--- config.mk ---
export PLATFORM = sky130hd
export DESIGN_NAME = rx_drain_ctrl
export DESIGN_NICKNAME = d
export VERILOG_FILES = /design/src/rtl/rxd_pkg.sv /design/src/rtl/rxd_stable_sampler.sv /design/src/rtl/rxd_burst_ctrl.sv /design/src/rtl/rxd_out_pipe.sv /design/src/rtl/rx_drain_ctrl.sv
export SDC_FILE = /design/constraint.sdc
export NUM_CORES = 1
export LEC_CHECK = 0
export BUFFER_PORTS_ARGS = -buffer_cell sky130_fd_sc_hd__buf_4
export CORE_ASPECT_RATIO = 1.4
export CORE_MARGIN = 2
export CORE_UTILIZATION = 45
export DETAILED_ROUTE_END_ITERATION = 7
export GPL_ROUTABILITY_DRIVEN = 0
export PLACE_DENSITY = 0.75
export SYNTH_ARGS = -nofsm -noshare
export SYNTH_HDL_FRONTEND = slang
export SYNTH_HIERARCHICAL = 1
export SYNTH_SLANG_ARGS = --single-unit
--- constraint.sdc ---
create_clock -name clk -period 6.1 [get_ports clk]
set_input_delay 0.915 -clock clk [delete_from_list [all_inputs] [get_ports clk]]
set_output_delay 0.915 -clock clk [all_outputs]
set_load 0.1 [all_outputs]
--- src/rtl/rxd_pkg.sv ---
// Package: shared types for the receive FIFO drain controller.
// Assumes nothing beyond the standard type system.
package rxd_pkg;
    typedef enum logic [1:0] {
        ST_IDLE   = 2'd0,
        ST_SAMPLE = 2'd1,
        ST_READ   = 2'd2
    } rxd_state_e;
endpackage

--- src/rtl/rxd_stable_sampler.sv ---
// Module: rxd_stable_sampler
// Samples the FIFO occupancy count every SAMPLE_DIV clocks while enabled
// and flags agreement when a sample equals the previous one.
// Assumes: the caller drops enable whenever it leaves the sampling phase,
// so every new phase needs two fresh samples.
module rxd_stable_sampler #(
    parameter int CNT_W      = 7,
    parameter int SAMPLE_DIV = 1
) (
    input  logic             clk,
    input  logic             rst_n,
    input  logic             enable,
    input  logic [CNT_W-1:0] count,
    output logic             agree,
    output logic [CNT_W-1:0] agreed_n
);
    localparam int DIV_W = (SAMPLE_DIV > 1) ? $clog2(SAMPLE_DIV) : 1;

    logic [DIV_W-1:0] div_cnt;
    logic [CNT_W-1:0] prev;
    logic             have_prev;
    logic             tick;

    generate
        if (SAMPLE_DIV > 1) begin : g_div
            // Divider: paces the samples while enabled.
            always_ff @(posedge clk) begin
                if (!rst_n || !enable) begin
                    div_cnt <= '0;
                end else if (div_cnt == DIV_W'(SAMPLE_DIV - 1)) begin
                    div_cnt <= '0;
                end else begin
                    div_cnt <= div_cnt + DIV_W'(1);
                end
            end
            assign tick = enable && (div_cnt == '0);
        end else begin : g_nodiv
            // No divider: sample on every enabled clock.
            always_ff @(posedge clk) begin
                div_cnt <= '0;
            end
            assign tick = enable;
        end
    endgenerate

    // Sample store: keeps the previous sample of the current phase.
    always_ff @(posedge clk) begin
        if (!rst_n || !enable) begin
            prev      <= '0;
            have_prev <= 1'b0;
        end else if (tick) begin
            prev      <= count;
            have_prev <= 1'b1;
        end
    end

    assign agree    = tick && have_prev && (count == prev);
    assign agreed_n = count;
endmodule

--- src/rtl/rxd_burst_ctrl.sv ---
// Module: rxd_burst_ctrl
// Sequencer: holds the bytes-remaining counter, decides each read burst
// from the agreed occupancy, and issues one read strobe per clock.
// Assumes: the agreed occupancy never counts more than the FIFO holds.
module rxd_burst_ctrl
    import rxd_pkg::*;
#(
    parameter int LEN_W = 8,
    parameter int CNT_W = 7
) (
    input  logic             clk,
    input  logic             rst_n,
    input  logic             start,
    input  logic [LEN_W-1:0] pkt_len,
    input  logic             agree,
    input  logic [CNT_W-1:0] agreed_n,
    output logic             sample_en,
    output logic             rd,
    output logic             end_tag
);
    localparam int CMP_W = (LEN_W > CNT_W) ? LEN_W : CNT_W;

    rxd_state_e       state;
    logic [LEN_W-1:0] rem;
    logic [CNT_W-1:0] burst;
    logic             last_burst;
    logic [CMP_W-1:0] n_ext;
    logic [CMP_W-1:0] rem_ext;
    logic             covers_rest;
    logic             worth_read;
    logic             final_strobe;

    assign n_ext        = CMP_W'(agreed_n);
    assign rem_ext      = CMP_W'(rem);
    assign covers_rest  = (n_ext >= rem_ext);
    assign worth_read   = (agreed_n > CNT_W'(1));
    assign sample_en    = (state == ST_SAMPLE);
    assign rd           = (state == ST_READ);
    assign final_strobe = rd && last_burst && (burst == CNT_W'(1));
    assign end_tag      = final_strobe ||
                          ((state == ST_IDLE) && start && (pkt_len == '0));

    // Control state, remaining counter and burst counter.
    always_ff @(posedge clk) begin
        if (!rst_n) begin
            state      <= ST_IDLE;
            rem        <= '0;
            burst      <= '0;
            last_burst <= 1'b0;
        end else begin
            case (state)
                ST_IDLE: begin
                    if (start && (pkt_len != '0)) begin
                        rem   <= pkt_len;
                        state <= ST_SAMPLE;
                    end
                end
                ST_SAMPLE: begin
                    if (agree) begin
                        if (covers_rest) begin
                            burst      <= CNT_W'(rem_ext);
                            last_burst <= 1'b1;
                            state      <= ST_READ;
                        end else if (worth_read) begin
                            burst      <= agreed_n - CNT_W'(1);
                            last_burst <= 1'b0;
                            state      <= ST_READ;
                        end
                    end
                end
                ST_READ: begin
                    rem   <= rem - LEN_W'(1);
                    burst <= burst - CNT_W'(1);
                    if (burst == CNT_W'(1)) begin
                        state <= last_burst ? ST_IDLE : ST_SAMPLE;
                    end
                end
                default: state <= ST_IDLE;
            endcase
        end
    end
endmodule

--- src/rtl/rxd_out_pipe.sv ---
// Module: rxd_out_pipe
// Output stage: turns read strobes into byte-valid pulses aligned with the
// FIFO data, and delays the end tag so done meets the last byte.
// Assumes: the FIFO presents read data one clock after the strobe.
module rxd_out_pipe #(
    parameter int DATA_W = 8
) (
    input  logic              clk,
    input  logic              rst_n,
    input  logic              rd,
    input  logic              end_tag,
    input  logic [DATA_W-1:0] fifo_rdata,
    output logic              out_valid,
    output logic [DATA_W-1:0] out_data,
    output logic              done
);
    logic rd_q;
    logic end_q;

    // Stage one: remembers which clocks carried a strobe or the end tag.
    always_ff @(posedge clk) begin
        if (!rst_n) begin
            rd_q  <= 1'b0;
            end_q <= 1'b0;
        end else begin
            rd_q  <= rd;
            end_q <= end_tag;
        end
    end

    // Stage two: captures the returned byte and raises valid and done.
    always_ff @(posedge clk) begin
        if (!rst_n) begin
            out_valid <= 1'b0;
            out_data  <= '0;
            done      <= 1'b0;
        end else begin
            out_valid <= rd_q;
            done      <= end_q;
            if (rd_q) begin
                out_data <= fifo_rdata;
            end
        end
    end
endmodule

--- src/rtl/rx_drain_ctrl.sv ---
// Module: rx_drain_ctrl (top)
// Drains one packet from a receive FIFO that is still being filled: it
// waits for a stable occupancy, reads all but one byte while the packet is
// incomplete, and reads the exact remainder once it is all present.
// Assumes: occupancy is sampled at least twice per byte arrival, and the
// FIFO returns read data one clock after a strobe.
module rx_drain_ctrl #(
    parameter int LEN_W      = 8,
    parameter int CNT_W      = 7,
    parameter int DATA_W     = 8,
    parameter int SAMPLE_DIV = 1
) (
    input  logic              clk,
    input  logic              rst_n,
    input  logic              start,
    input  logic [LEN_W-1:0]  pkt_len,
    input  logic [CNT_W-1:0]  fifo_count,
    input  logic [DATA_W-1:0] fifo_rdata,
    output logic              fifo_rd,
    output logic              out_valid,
    output logic [DATA_W-1:0] out_data,
    output logic              done
);
    logic             sample_en;
    logic             agree;
    logic [CNT_W-1:0] agreed_n;
    logic             end_tag;

    rxd_stable_sampler #(
        .CNT_W      (CNT_W),
        .SAMPLE_DIV (SAMPLE_DIV)
    ) u_sampler (
        .clk      (clk),
        .rst_n    (rst_n),
        .enable   (sample_en),
        .count    (fifo_count),
        .agree    (agree),
        .agreed_n (agreed_n)
    );

    rxd_burst_ctrl #(
        .LEN_W (LEN_W),
        .CNT_W (CNT_W)
    ) u_ctrl (
        .clk       (clk),
        .rst_n     (rst_n),
        .start     (start),
        .pkt_len   (pkt_len),
        .agree     (agree),
        .agreed_n  (agreed_n),
        .sample_en (sample_en),
        .rd        (fifo_rd),
        .end_tag   (end_tag)
    );

    rxd_out_pipe #(
        .DATA_W (DATA_W)
    ) u_out (
        .clk        (clk),
        .rst_n      (rst_n),
        .rd         (fifo_rd),
        .end_tag    (end_tag),
        .fifo_rdata (fifo_rdata),
        .out_valid  (out_valid),
        .out_data   (out_data),
        .done       (done)
    );
endmodule

# After elaboration in Yosys (flattened, before gate mapping)
# Index checks and enable logic that the tools add are counted.
[classes] n_eq_ne=8 addsub=3 magnitude_cmp=2 reduce_logical=21 mux=15
[op_table] op="two-way mux 7 bit" count=3
[op_table] op="one-hot mux 8 bit (2 select lines)" count=1
[op_table] op="one-hot mux 7 bit (2 select lines)" count=1
[op_table] op="subtractor 7 x 1 -> 7 bit, second input constant" count=2
[op_table] op="two-way mux 2 bit" count=5
[op_table] op="greater-or-equal comparator 7 x 8 -> 1 bit" count=1
[op_table] op="logical NOT 8 bit" count=1
[op_table] op="two-way mux 8 bit" count=1
[op_table] op="nonzero test 8 bit" count=1
[op_table] op="subtractor 8 x 1 -> 8 bit, second input constant" count=1
[op_table] op="equality test 7 x 1 -> 1 bit, second input constant" count=1
[op_table] op="equality test 7 bit" count=1
[op_table] op="> comparator 7 x 1 -> 1 bit, second input constant" count=1
[op_table] op="logical AND 1 bit" count=7
[op_table] op="!= test 2 bit, second input constant" count=3
[op_table] op="one-hot mux 2 bit (3 select lines)" count=1
[op_table] op="AND reduction 3 bit" count=2
[op_table] op="nonzero test 2 bit" count=3
[op_table] op="AND reduction 4 bit" count=1
[op_table] op="two-way mux 1 bit" count=3
[op_table] op="!= test 3 x 1 -> 1 bit, second input constant" count=1
[op_table] op="equality test 2 x 1 -> 1 bit, second input constant" count=1
[op_table] op="equality test 2 bit, second input constant" count=1
[op_table] op="logical NOT 1 bit" count=2
[op_table] op="3 further kinds" count=4
[word_totals] in_bits=26 regBits=38

# Logic depth before layout (Yosys ltp)
# Gate-level depths: netlist (run 1).
[logic_depth] word_depth=5 ltp_mapped=10 depth_no_buf=9

# Hierarchy
# The synthesis (run 1) kept the hierarchy.
[modules_own_cells] mod="rxd_burst_ctrl" n_inst=1 area_each_um2=1630.3 cells_per_inst=208
[modules_own_cells] mod="rxd_out_pipe" n_inst=1 area_each_um2=411.6 cells_per_inst=34
[modules_own_cells] mod="rxd_stable_sampler" n_inst=1 area_each_um2=347.8 cells_per_inst=33

# Worst setup path after synthesis (run 1)
# No wires, ideal clock.
[synth_timing] kind="input to register" start="in fifo_count[2]" end="reg u_ctrl.state[0]" path_slack_ns=3.446 arrival_ns=2.578 setup_ns=0.076 n_path_buf=1 cell_stages=8 path_cell_list="buf_4 ha_1 and3_1 o21ai_0 a31oi_2 o21ai_1 a2111o_1 a21boi_0"
[synth_via] elab_chain_len=4
[synth_rtl] item="from (decl)" line_no="rx_drain_ctrl.sv:17" rtl="input logic [CNT_W-1:0] fifo_count,"
[synth_rtl] item="greater-or-equal comparator 7 x 8 -> 1 bit / equality test 7 bit (equally long branches)" line_no="rxd_burst_ctrl.sv:35, rxd_stable_sampler.sv:57"
[synth_rtl] item="two-way mux 2 bit / logical AND 1 bit (equally long branches)" line_no="rxd_burst_ctrl.sv:60, rxd_stable_sampler.sv:57"
[synth_rtl] item="two-way mux 2 bit / != test 2 bit (equally long branches)"
[synth_rtl] item="one-hot mux 2 bit (3 select lines) / AND reduction 4 bit (equally long branches)"
[synth_rtl] item="to (signal assigned)" line_no="rxd_burst_ctrl.sv:75" rtl="state <= last_burst ? ST_IDLE : ST_SAMPLE;"
[synth_rtl] item="to (decl)" line_no="rxd_burst_ctrl.sv:23" rtl="rxd_state_e state;"
# Parallel ways exist; a longest one is shown, timed or not. The select of a mux whose other input is x is not followed.
# A chain may end at the register's enable or synchronous reset.

# Worst setup path in the final report (run 1)
[layout_timing] start="in fifo_count[5]" end="reg u_ctrl.burst[2]"
[layout_via] elab_chain_len=4
[layout_rtl] item="greater-or-equal comparator 7 x 8 -> 1 bit / equality test 7 bit (equally long branches)" line_no="rxd_burst_ctrl.sv:35, rxd_stable_sampler.sv:57"
[layout_rtl] item="two-way mux 7 bit / logical AND 1 bit (equally long branches)" line_no="rxd_burst_ctrl.sv:60, rxd_stable_sampler.sv:57"
[layout_rtl] item="two-way mux 7 bit / != test 2 bit (equally long branches)"
[layout_rtl] item="one-hot mux 7 bit (2 select lines) / AND reduction 3 bit (equally long branches)"
[layout_rtl] item="to (signal assigned)" line_no="rxd_burst_ctrl.sv:61" rtl="burst <= CNT_W'(rem_ext);"
[layout_rtl] item="to (signal assigned)" line_no="rxd_burst_ctrl.sv:65" rtl="burst <= agreed_n - CNT_W'(1);"
[layout_rtl] item="to (signal assigned)" line_no="rxd_burst_ctrl.sv:73" rtl="burst <= burst - CNT_W'(1);"
[layout_rtl] item="to (decl)" line_no="rxd_burst_ctrl.sv:25" rtl="logic [CNT_W-1:0] burst;"
# Parallel ways exist; a longest one is shown, timed or not. The select of a mux whose other input is x is not followed.

==> impl_metrics.toml, run 1 <==
[detailed_routing]
vias = 2074
vias_per_cell = 5.65
detail-route-antenna-nets = 0
post_drt_wl_per_cell_um = 14.5
drt_iter0_drc = 152
drc = 0
routed_wl_um = 5330
dr.pass1.iters = 5

[cells_and_area]
area_delta_synth_final_pct = 16.2
multi_input_area_mm2 = 0.00144
final_cell_mix = "38 x dfxtp_1, 37 x buf_4, 20 x inv_1"
final_layout_size_suffix_gt1_share_pct = 20.6
seqCellArea_um2 = 761
n_antenna_cell = 0
postLayoutCoreUtil_pct = 53.8
fillCellCount = 492
num-nets-final = 342
layout_commonest_cell = "dfxtp_1"

[clocking]
cts_root_buffer = "clkbuf_8"
path_clk_slew_ns = 0.08
cts.path.max_buffers = 2
cts_resized = 0
cts_hold_buf = 0
cts_sinks = 38
cts_max_level = 2
clk_latency_ns = 0.29
cts_tree = "done"
postCtsSetupRepairBufs = 0
cts_inserted_buffers = 5

[sta]
final.setup.tns_ns = 0
hold_viol = 0
setup_viol_count_final = 0
post-route-period-util_pct = 45.1
hold_ws_ns = 0.444
grt_setup_unrepaired = "false"
period_needed_ns = 2.75
relSlewSlack_pct = 63.6
worst_slew_pin_slew_ns = 0.541
skew_ns = 0.00600
max_freq_ghz = 0.364
drv_slew = 0

[die]
core_mm2 = 0.00516
rows = 31
die-area_mm2 = 0.00592
die_x_um = 65.6
initial_core_util_pct = 46.3
fp.dieH_um = 90.2
pin_count = 37

[worst_setup_path]
cp_cell_sequence = "buf_4 > ha_1 > a211oi_1 > or3_1 > nand3_2 > o21a_1 > and2_4 > a32o_1"
timing_worst_setup_path_type = "in2reg"
cp.required_ns = 6.28
cp-start-kind = "primary input"
cp.arrival_ns = 2.93
max_stage_delay_ns = 0.37
r2r_setup_slack_ns = 3.49
cp_max_fo = 11
cpMaxStageDelayCell = "or3_1"
end_kind = "register"

[synthesis]
ys_async_sr_fraction_pct = 0
yosys_warnings = 6
synth.distinct_cells = 56
netlist_instances = 275
syn_area_per_cell_um2 = 8.69
synthesis.area_mm2 = 0.00239
synth_edf_count = 0
yosysSeqAreaShare_pct = 31.8
syn_nets = 317
yosys_register_bits = 38
ys.flop_type = "dfxtp_1"

[power_and_ir_drop]
power.density_mw_per_mm2 = 251
vdd_ir_drop_max_v = 0.000156
p_leak_nw = 1.17

[grt]
grt_pass1_wl_um = 8820
grt_max_degree = 42
track_usage_pct = 18.9
antenna_found_initial = 0
grt_overflow = 0
grt_pass1_vias = 1928

[status]
status = "completed"

[placed_design]
dp_hpwl_um = 4040
io_buffers = 36

[flow_run]
max_cap_viol_count = 0

[hold_path]
hold_class = "reg2reg"
critical path, delay by kind of cell:
kind                       cells  cell delay [ns]
and+or+nand+nor                3             0.73
buffers and inverters          1             0.13
adders and majority gates      1             0.30
AOI/OAI and AO/OA              3             0.84
path summary, 6_finish.rpt:
kind,start,cells past startpoint,end
worst min register to register,u_out/end_q,1,u_out/done
worst max register to register,u_ctrl/state[1],9,u_ctrl/burst[6]
worst max-delay path,fifo_count[5],8,u_ctrl/burst[2]
worst min-delay path,u_out/end_q,1,u_out/done
per-stage QoR:
stage | std cells | total power, mW | setup WS [ns] | instance area [um2]
final | 367 | 0.698 | 3.35 | 2780
after global routing | 367 | 0.738 | 3.28 | 2780
after CTS | 367 | 0.704 | 3.39 | 2780
after detailed placement | 359 | 0.438 | 3.08 | 2640
after global placement | 359 | 0.435 | 3.13 | 2640
after floorplan | 275 | 0.400 | 3.45 | 2390
power by group:
part           switching [mW]  internal [mW]  total, mW
clock                  0.0881          0.174      0.263
sequential             0.0154          0.263      0.278
combinational          0.0882         0.0684      0.157
total                   0.192          0.506      0.698
state kept, by name (all words and copies together), names as in the netlist:
name	cells
u_ctrl/rem	8
u_ctrl/state	2
u_out/rd_q	1
u_out/out_data	8
u_sampler/have_prev	1
u_ctrl/burst	7
u_ctrl/last_burst	1
u_sampler/prev	7
u_out/out_valid	1
u_out/done	1
u_out/end_q	1
area by class of cell:
| cell class | count | area share [%] |
|---|---|---|
| Multi-Input combinational cell | 198 | 51.8 |
| Sequential cell | 38 | 27.4 |
| Clock buffer | 6 | 2.97 |
| Inverter | 20 | 2.70 |
| Clock inverter | 2 | 2.16 |
| Timing Repair Buffer | 37 | 10.0 |
| Tap cell | 66 | 2.97 |
cells by family (layout without fill, tap and decap cells):
| logic type | Yosys count | count (layout) | synth area share, % |
|---|---|---|---|
| buf+inv | 39 | 65 | 7.96 |
| compound gates | 64 | 64 | 20.4 |
| fa+ha+maj | 16 | 16 | 8.38 |
| simple gates | 95 | 95 | 22.5 |
| flops | 38 | 38 | 31.8 |
| mux | 11 | 11 | 4.61 |
| xor+xnor | 12 | 12 | 4.40 |
synthesized netlist by cell type (3+ instances only):
| master | instances | area share (%) |
|---|---|---|
| xor2_1 | 6 | 2.2 |
| o221a_2 | 4 | 1.9 |
| nand4_1 | 3 | 0.79 |
| nand2_1 | 13 | 2.0 |
| nor4_1 | 4 | 1.0 |
| or3_1 | 3 | 0.79 |
| and2_1 | 6 | 1.6 |
| inv_1 | 20 | 3.1 |
| a32o_1 | 4 | 1.7 |
| buf_4 | 7 | 2.2 |
| o21ai_0 | 8 | 1.7 |
| nor2b_1 | 14 | 3.7 |
| nand3_1 | 5 | 1.0 |
| nor2_1 | 15 | 2.4 |
| xnor2_1 | 6 | 2.2 |
| mux2i_1 | 11 | 4.6 |
| and3_1 | 11 | 2.9 |
| clkbuf_1 | 8 | 1.3 |
| o211ai_1 | 3 | 0.94 |
| dfxtp_1 | 38 | 32 |
| nor3_1 | 11 | 2.3 |
| a21oi_1 | 10 | 2.1 |
| ha_1 | 16 | 8.4 |
| o31ai_1 | 6 | 1.9 |
metal layers:
metal | vias to the layer above | global-route usage [%] | share of wire [%]
li1 | 1025 | - | -
met5 | - | 0 | 0
met3 | 14 | 3.13 | 5.1
met2 | 78 | 33.8 | 52
met4 | 0 | 7.47 | 3.5
met1 | 957 | 21.9 | 39
Power figures use the tool's default switching activity.
==> inputs of run 2 (changes only) <==
--- a/config.mk
+++ b/config.mk
@@ -11,7 +11,7 @@
 export CORE_UTILIZATION = 45
 export DETAILED_ROUTE_END_ITERATION = 7
 export GPL_ROUTABILITY_DRIVEN = 0
-export PLACE_DENSITY = 0.75
+export PLACE_DENSITY = 0.77
 export SYNTH_ARGS = -nofsm -noshare
 export SYNTH_HDL_FRONTEND = slang
 export SYNTH_HIERARCHICAL = 1
==> constraint.sdc (replaced) <==
create_clock -name clk -period 2.2 [get_ports clk]
set_input_delay 0.33 -clock clk [delete_from_list [all_inputs] [get_ports clk]]
set_output_delay 0.33 -clock clk [all_outputs]
set_load 0.1 [all_outputs]
==> impl_metrics.toml, run 2 (synthesis gave the netlist of run 1 again) <==
[power_and_ir_drop]
switching_share_pct = 28.2
intPower_mw = 1.47
power_frac_seq_pct = 37.5
power.density_mw_per_mm2 = 682
power_mw = 2.04
power_frac_clock_pct = 36.2
power_frac_comb_pct = 26.4
p_leak_nw = 1.28
switchingPower_mw = 0.575
vdd_ir_drop_max_v = 0.000326

[clocking]
cts_tree = "done"
cts_sinks = 38
clk_latency_ns = 0.29
cts_root_buffer = "clkbuf_8"
cts_max_level = 2
cts_hold_buf = 0
cts_inserted_buffers = 5
path_clk_slew_ns = 0.08
cts.path.max_buffers = 2

[detailed_routing]
vias = 2218
routed_wl_um = 5920
drc = 0
detail-route-antenna-nets = 0
post_drt_wl_per_cell_um = 15.2
vias_per_cell = 5.72
dr.pass1.iters = 4
drt_iter0_drc = 167

[hold_path]
whs_endpoint = "u_out/out_data[1]"
hold_start = "fifo_rdata[1]"
hold_class = "in2reg"
min_path_cells = 3

[grt]
antenna_found_initial = 0
track_usage_pct = 20.6
grt_pass1_wl_um = 9560
grt_max_degree = 42
grt_pass1_vias = 2133
grt_overflow = 0

[sta]
drv_slew = 0
post-route-period-util_pct = 95.8
layout_setup_ws_ns = 0.0930
final.setup.tns_ns = 0
grt_setup_unrepaired = "true"
hold_ws_ns = 0.299
max_freq_ghz = 0.475
setup_viol_count_final = 0
hold_viol = 0
skew_ns = 0.00330
period_needed_ns = 2.11
relSlewSlack_pct = 68.4
worst_slew_pin_slew_ns = 0.468

[placed_design]
placed_area_mm2 = 0.00278
place_ws_ns = -0.00387
placed_cells = 378
dp_hpwl_um = 4400
io_buffers = 36

[worst_setup_path]
cpMaxStageDelayCell = "dfxtp_2"
end_kind = "register"
cp.arrival_ns = 2.33
timing_worst_setup_path_type = "reg2reg"
cp-start-kind = "register"
reg2regPathDepth = 9
worstReg2RegEnd = "u_ctrl/burst[1]"
cp_max_fo = 5
cpMostUsedCell = "o211ai_1"
r2r-start = "u_ctrl/rem[1]"
r2r_setup_slack_ns = 0.09
cp.required_ns = 2.42
cp_cell_sequence = "inv_1 > ha_1 > nor2b_2 > o211ai_1 > a31oi_4 > buf_4 > nor2_1 > o211ai_1 > a31oi_1"
max_stage_delay_ns = 0.33

[cells_and_area]
multi_input_area_mm2 = 0.00150
n_antenna_cell = 0
layout_commonest_cell = "buf_4"
seqCellArea_um2 = 762
final_cell_mix = "58 x buf_4, 37 x dfxtp_1, 20 x inv_1"
fillCellCount = 480
final_cell_area_mm2 = 0.00299
postLayoutCoreUtil_pct = 58.0
num-nets-final = 363
layout.cells.non_filler = 388
area_delta_synth_final_pct = 25.3
reg_top3 = "u_ctrl/rem: 8 flops, u_out/out_data: 8 flops"
final_layout_size_suffix_gt1_share_pct = 28.9

[die]
pin_count = 37
die-area_mm2 = 0.00592
initial_core_util_pct = 46.3
rows = 31
core_mm2 = 0.00516
fp.dieH_um = 90.2
die_x_um = 65.6

[status]
status = "completed"

[flow_run]
max_cap_viol_count = 0
-- run 2: cell count changes in the layout (fill, tap and decap cells not counted), sizes merged --
cell	delta
buf	+21
-- run 2: worst max-delay path, delay by kind of cell, from the launching register on --
family	cells	cell delay [ns]
AO/OA/AOI/OAI	4	0.82
AND/OR/NAND/NOR	2	0.36
flip-flops	1	0.33
adder cells (fa/ha/maj)	1	0.28
buffers and inverters	2	0.24
-- run 2: worst max path at each step --
stage,startpoint,end,slack [ns],cells past startpoint
floorplan,u_ctrl/state[0],u_ctrl/rem[1],0.08,7
global placement,fifo_count[2],u_ctrl/burst[6],0.02,8
detailed placement,fifo_count[2],u_ctrl/burst[2],-0.004,8
CTS,u_ctrl/rem[2],u_ctrl/burst[6],0.02,8
global route,u_ctrl/rem[1],u_ctrl/burst[2],-0.04,9
finish,u_ctrl/rem[1],u_ctrl/burst[1],0.09,9
-- run 2: area by class of cell --
cell class	instances	share of cell area [%]
Clock buffer	6	2.76
Timing Repair Buffer	58	14.5
Tap cell	66	2.76
Sequential cell	38	25.4
Inverter	20	2.51
Clock inverter	2	2.01
Multi-Input combinational cell	198	50.0
-- run 2: layer usage --
metal | routed length (um) | share of wire (%) | global-route usage, % | up-vias
met5 | 0 | 0 | 0 | -
met4 | 300 | 5.1 | 13.5 | 0
met3 | 271 | 4.6 | 3.75 | 25
met2 | 3200 | 54 | 36.7 | 82
met1 | 2140 | 36 | 21.2 | 1043
li1 | - | - | - | 1068
-- run 2: power by group through the flow --
stage	Clock [mW]	Sequential [mW]	Combinational, mW
finish	0.738	0.765	0.538
global route	0.774	0.770	0.591
CTS	0.747	0.763	0.496
detailed placement	0	0.779	0.490
global placement	0	0.778	0.477
floorplan	0	0.773	0.336
-- run 2: repair_timing --
item | 4_1_cts | 5_1_grt
resized for setup | 0 | 14
buffers inserted | 0 | 2
setup endpoints to repair | 0 | 9
==> inputs of run 3 (changes only) <==
--- a/config.mk
+++ b/config.mk
@@ -11,7 +11,7 @@
 export CORE_UTILIZATION = 45
 export DETAILED_ROUTE_END_ITERATION = 7
 export GPL_ROUTABILITY_DRIVEN = 0
-export PLACE_DENSITY = 0.77
+export PLACE_DENSITY = 0.73
 export SYNTH_ARGS = -nofsm -noshare
 export SYNTH_HDL_FRONTEND = slang
 export SYNTH_HIERARCHICAL = 1
==> impl_metrics.toml, run 3 (synthesis gave the netlist of run 1 again) <==
[status]
status = "completed"

[die]
rows = 31
initial_core_util_pct = 46.3
core_mm2 = 0.00516
die_x_um = 65.6
die-area_mm2 = 0.00592
pin_count = 37
fp.dieH_um = 90.2

[hold_path]
min_path_cells = 3
hold_class = "in2reg"
hold_start = "fifo_rdata[6]"

[cells_and_area]
num-nets-final = 359
n_antenna_cell = 0
final_cell_mix = "54 x buf_4, 37 x dfxtp_1, 20 x inv_1"
layout_commonest_cell = "buf_4"
final_layout_size_suffix_gt1_share_pct = 26.1
area_delta_synth_final_pct = 22.8
postLayoutCoreUtil_pct = 56.9
reg_top3 = "u_ctrl/rem: 8 flops, u_out/out_data: 8 flops"

[power_and_ir_drop]
power.density_mw_per_mm2 = 689
vdd_ir_drop_max_v = 0.000392
power_mw = 2.02
p_leak_nw = 1.25

[grt]
grt_overflow = 0
grt_pass1_wl_um = 9000
antenna_found_initial = 0
grt_max_degree = 42
grt_pass1_vias = 2041
track_usage_pct = 19.4

[clocking]
clk_latency_ns = 0.30
cts.path.max_buffers = 2
cts_inserted_buffers = 5
path_clk_slew_ns = 0.08
cts_sinks = 38
cts_max_level = 2
cts_hold_buf = 0
cts_tree = "done"
cts_root_buffer = "clkbuf_8"

[detailed_routing]
detail-route-antenna-nets = 0
dr_wl_met2_um = 3110
dr.pass1.iters = 4
drt_iter0_drc = 137
top_layer = "met4"
post_drt_wl_per_cell_um = 14.8
met3WireLength_um = 205
vias_per_cell = 5.56
wl_met1_um = 2230
vias = 2136
drc = 0
routed_wl_um = 5690

[sta]
max_freq_ghz = 0.474
grt_setup_unrepaired = "true"
setup_viol_count_final = 0
period_needed_ns = 2.11
hold_viol = 0
relSlewSlack_pct = 68.4
layout_setup_ws_ns = 0.0915
skew_ns = 0.00687
post-route-period-util_pct = 95.8
final.setup.tns_ns = 0
drv_slew = 0
worst_slew_pin_slew_ns = 0.473

[worst_setup_path]
r2r-start = "u_ctrl/rem[1]"
reg2regPathDepth = 10
timing_worst_setup_path_type = "reg2reg"
cp-start-kind = "register"
cp.arrival_ns = 2.29
cp.required_ns = 2.38
end_kind = "register"
cp-startpoint = "u_ctrl/rem[1]"
cp_max_fo = 7

[placed_design]
io_buffers = 36
place_ws_ns = -0.0334
dp_hpwl_um = 4370

[flow_run]
max_cap_viol_count = 0
run 3: changes by cell type in the layout (fill, tap and decap cells not counted), sizes merged:
cell	before	now
buf	58	54
run 3: final cells by class:
cell class,instances,area (um2)
inverters,20,75.1
clock buffers,6,82.6
fillers,481,2220
flip-flops and latches,38,762
multi-input cells,198,1470
repair buffers,54,405
clock inverters,2,60.1
well taps,66,82.6
run 3: metal layers:
metal	global-route usage, %	vias up
li1	-	1064
met1	20.5	1009
met2	36.6	52
met3	3.25	11
met4	7.64	0
met5	0	-
run 3: worst max-delay path, cell delays in order, from the launching register on:
cell,delay [ns]
dfxtp_2,0.33
inv_1,0.07
ha_1,0.28
nor2b_1,0.13
o211ai_1,0.11
buf_4,0.16
a31oi_4,0.23
o21a_1,0.24
buf_4,0.18
mux2i_1,0.18
a21boi_1,0.07
run 3: worst paths after layout:
| path | end | slack, ns |
|---|---|---|
| min | u_out/out_data[6] | 0.29 |
| min reg2reg | u_out/done | 0.44 |
| max | u_ctrl/burst[0] | 0.09 |
| max reg2reg | u_ctrl/burst[0] | 0.09 |
run 3: timing repair:
item                                    in CTS  in global routing
endpoints found under the setup margin       0                  8
resized for setup                            0                  6
buffers inserted                             0                  1
run 3: power by group:
group / total (mW) / internal, mW / switching, mW / leakage, nW
logic: 0.512 / 0.239 / 0.273 / 0.872
registers: 0.767 / 0.729 / 0.0380 / 0.309
clock network: 0.744 / 0.484 / 0.260 / 0.0714
total: 2.02 / 1.45 / 0.571 / 1.25
run 3: metrics by stage:
step	cells	hold WS, ns	instance area [um2]
2_1_floorplan	275	0.412	2390
3_3_place_gp	375	0.414	2760
3_5_place_dp	375	0.419	2760
4_1_cts	383	0.292	2900
5_1_grt	384	0.305	2940
6_report	384	0.289	2940
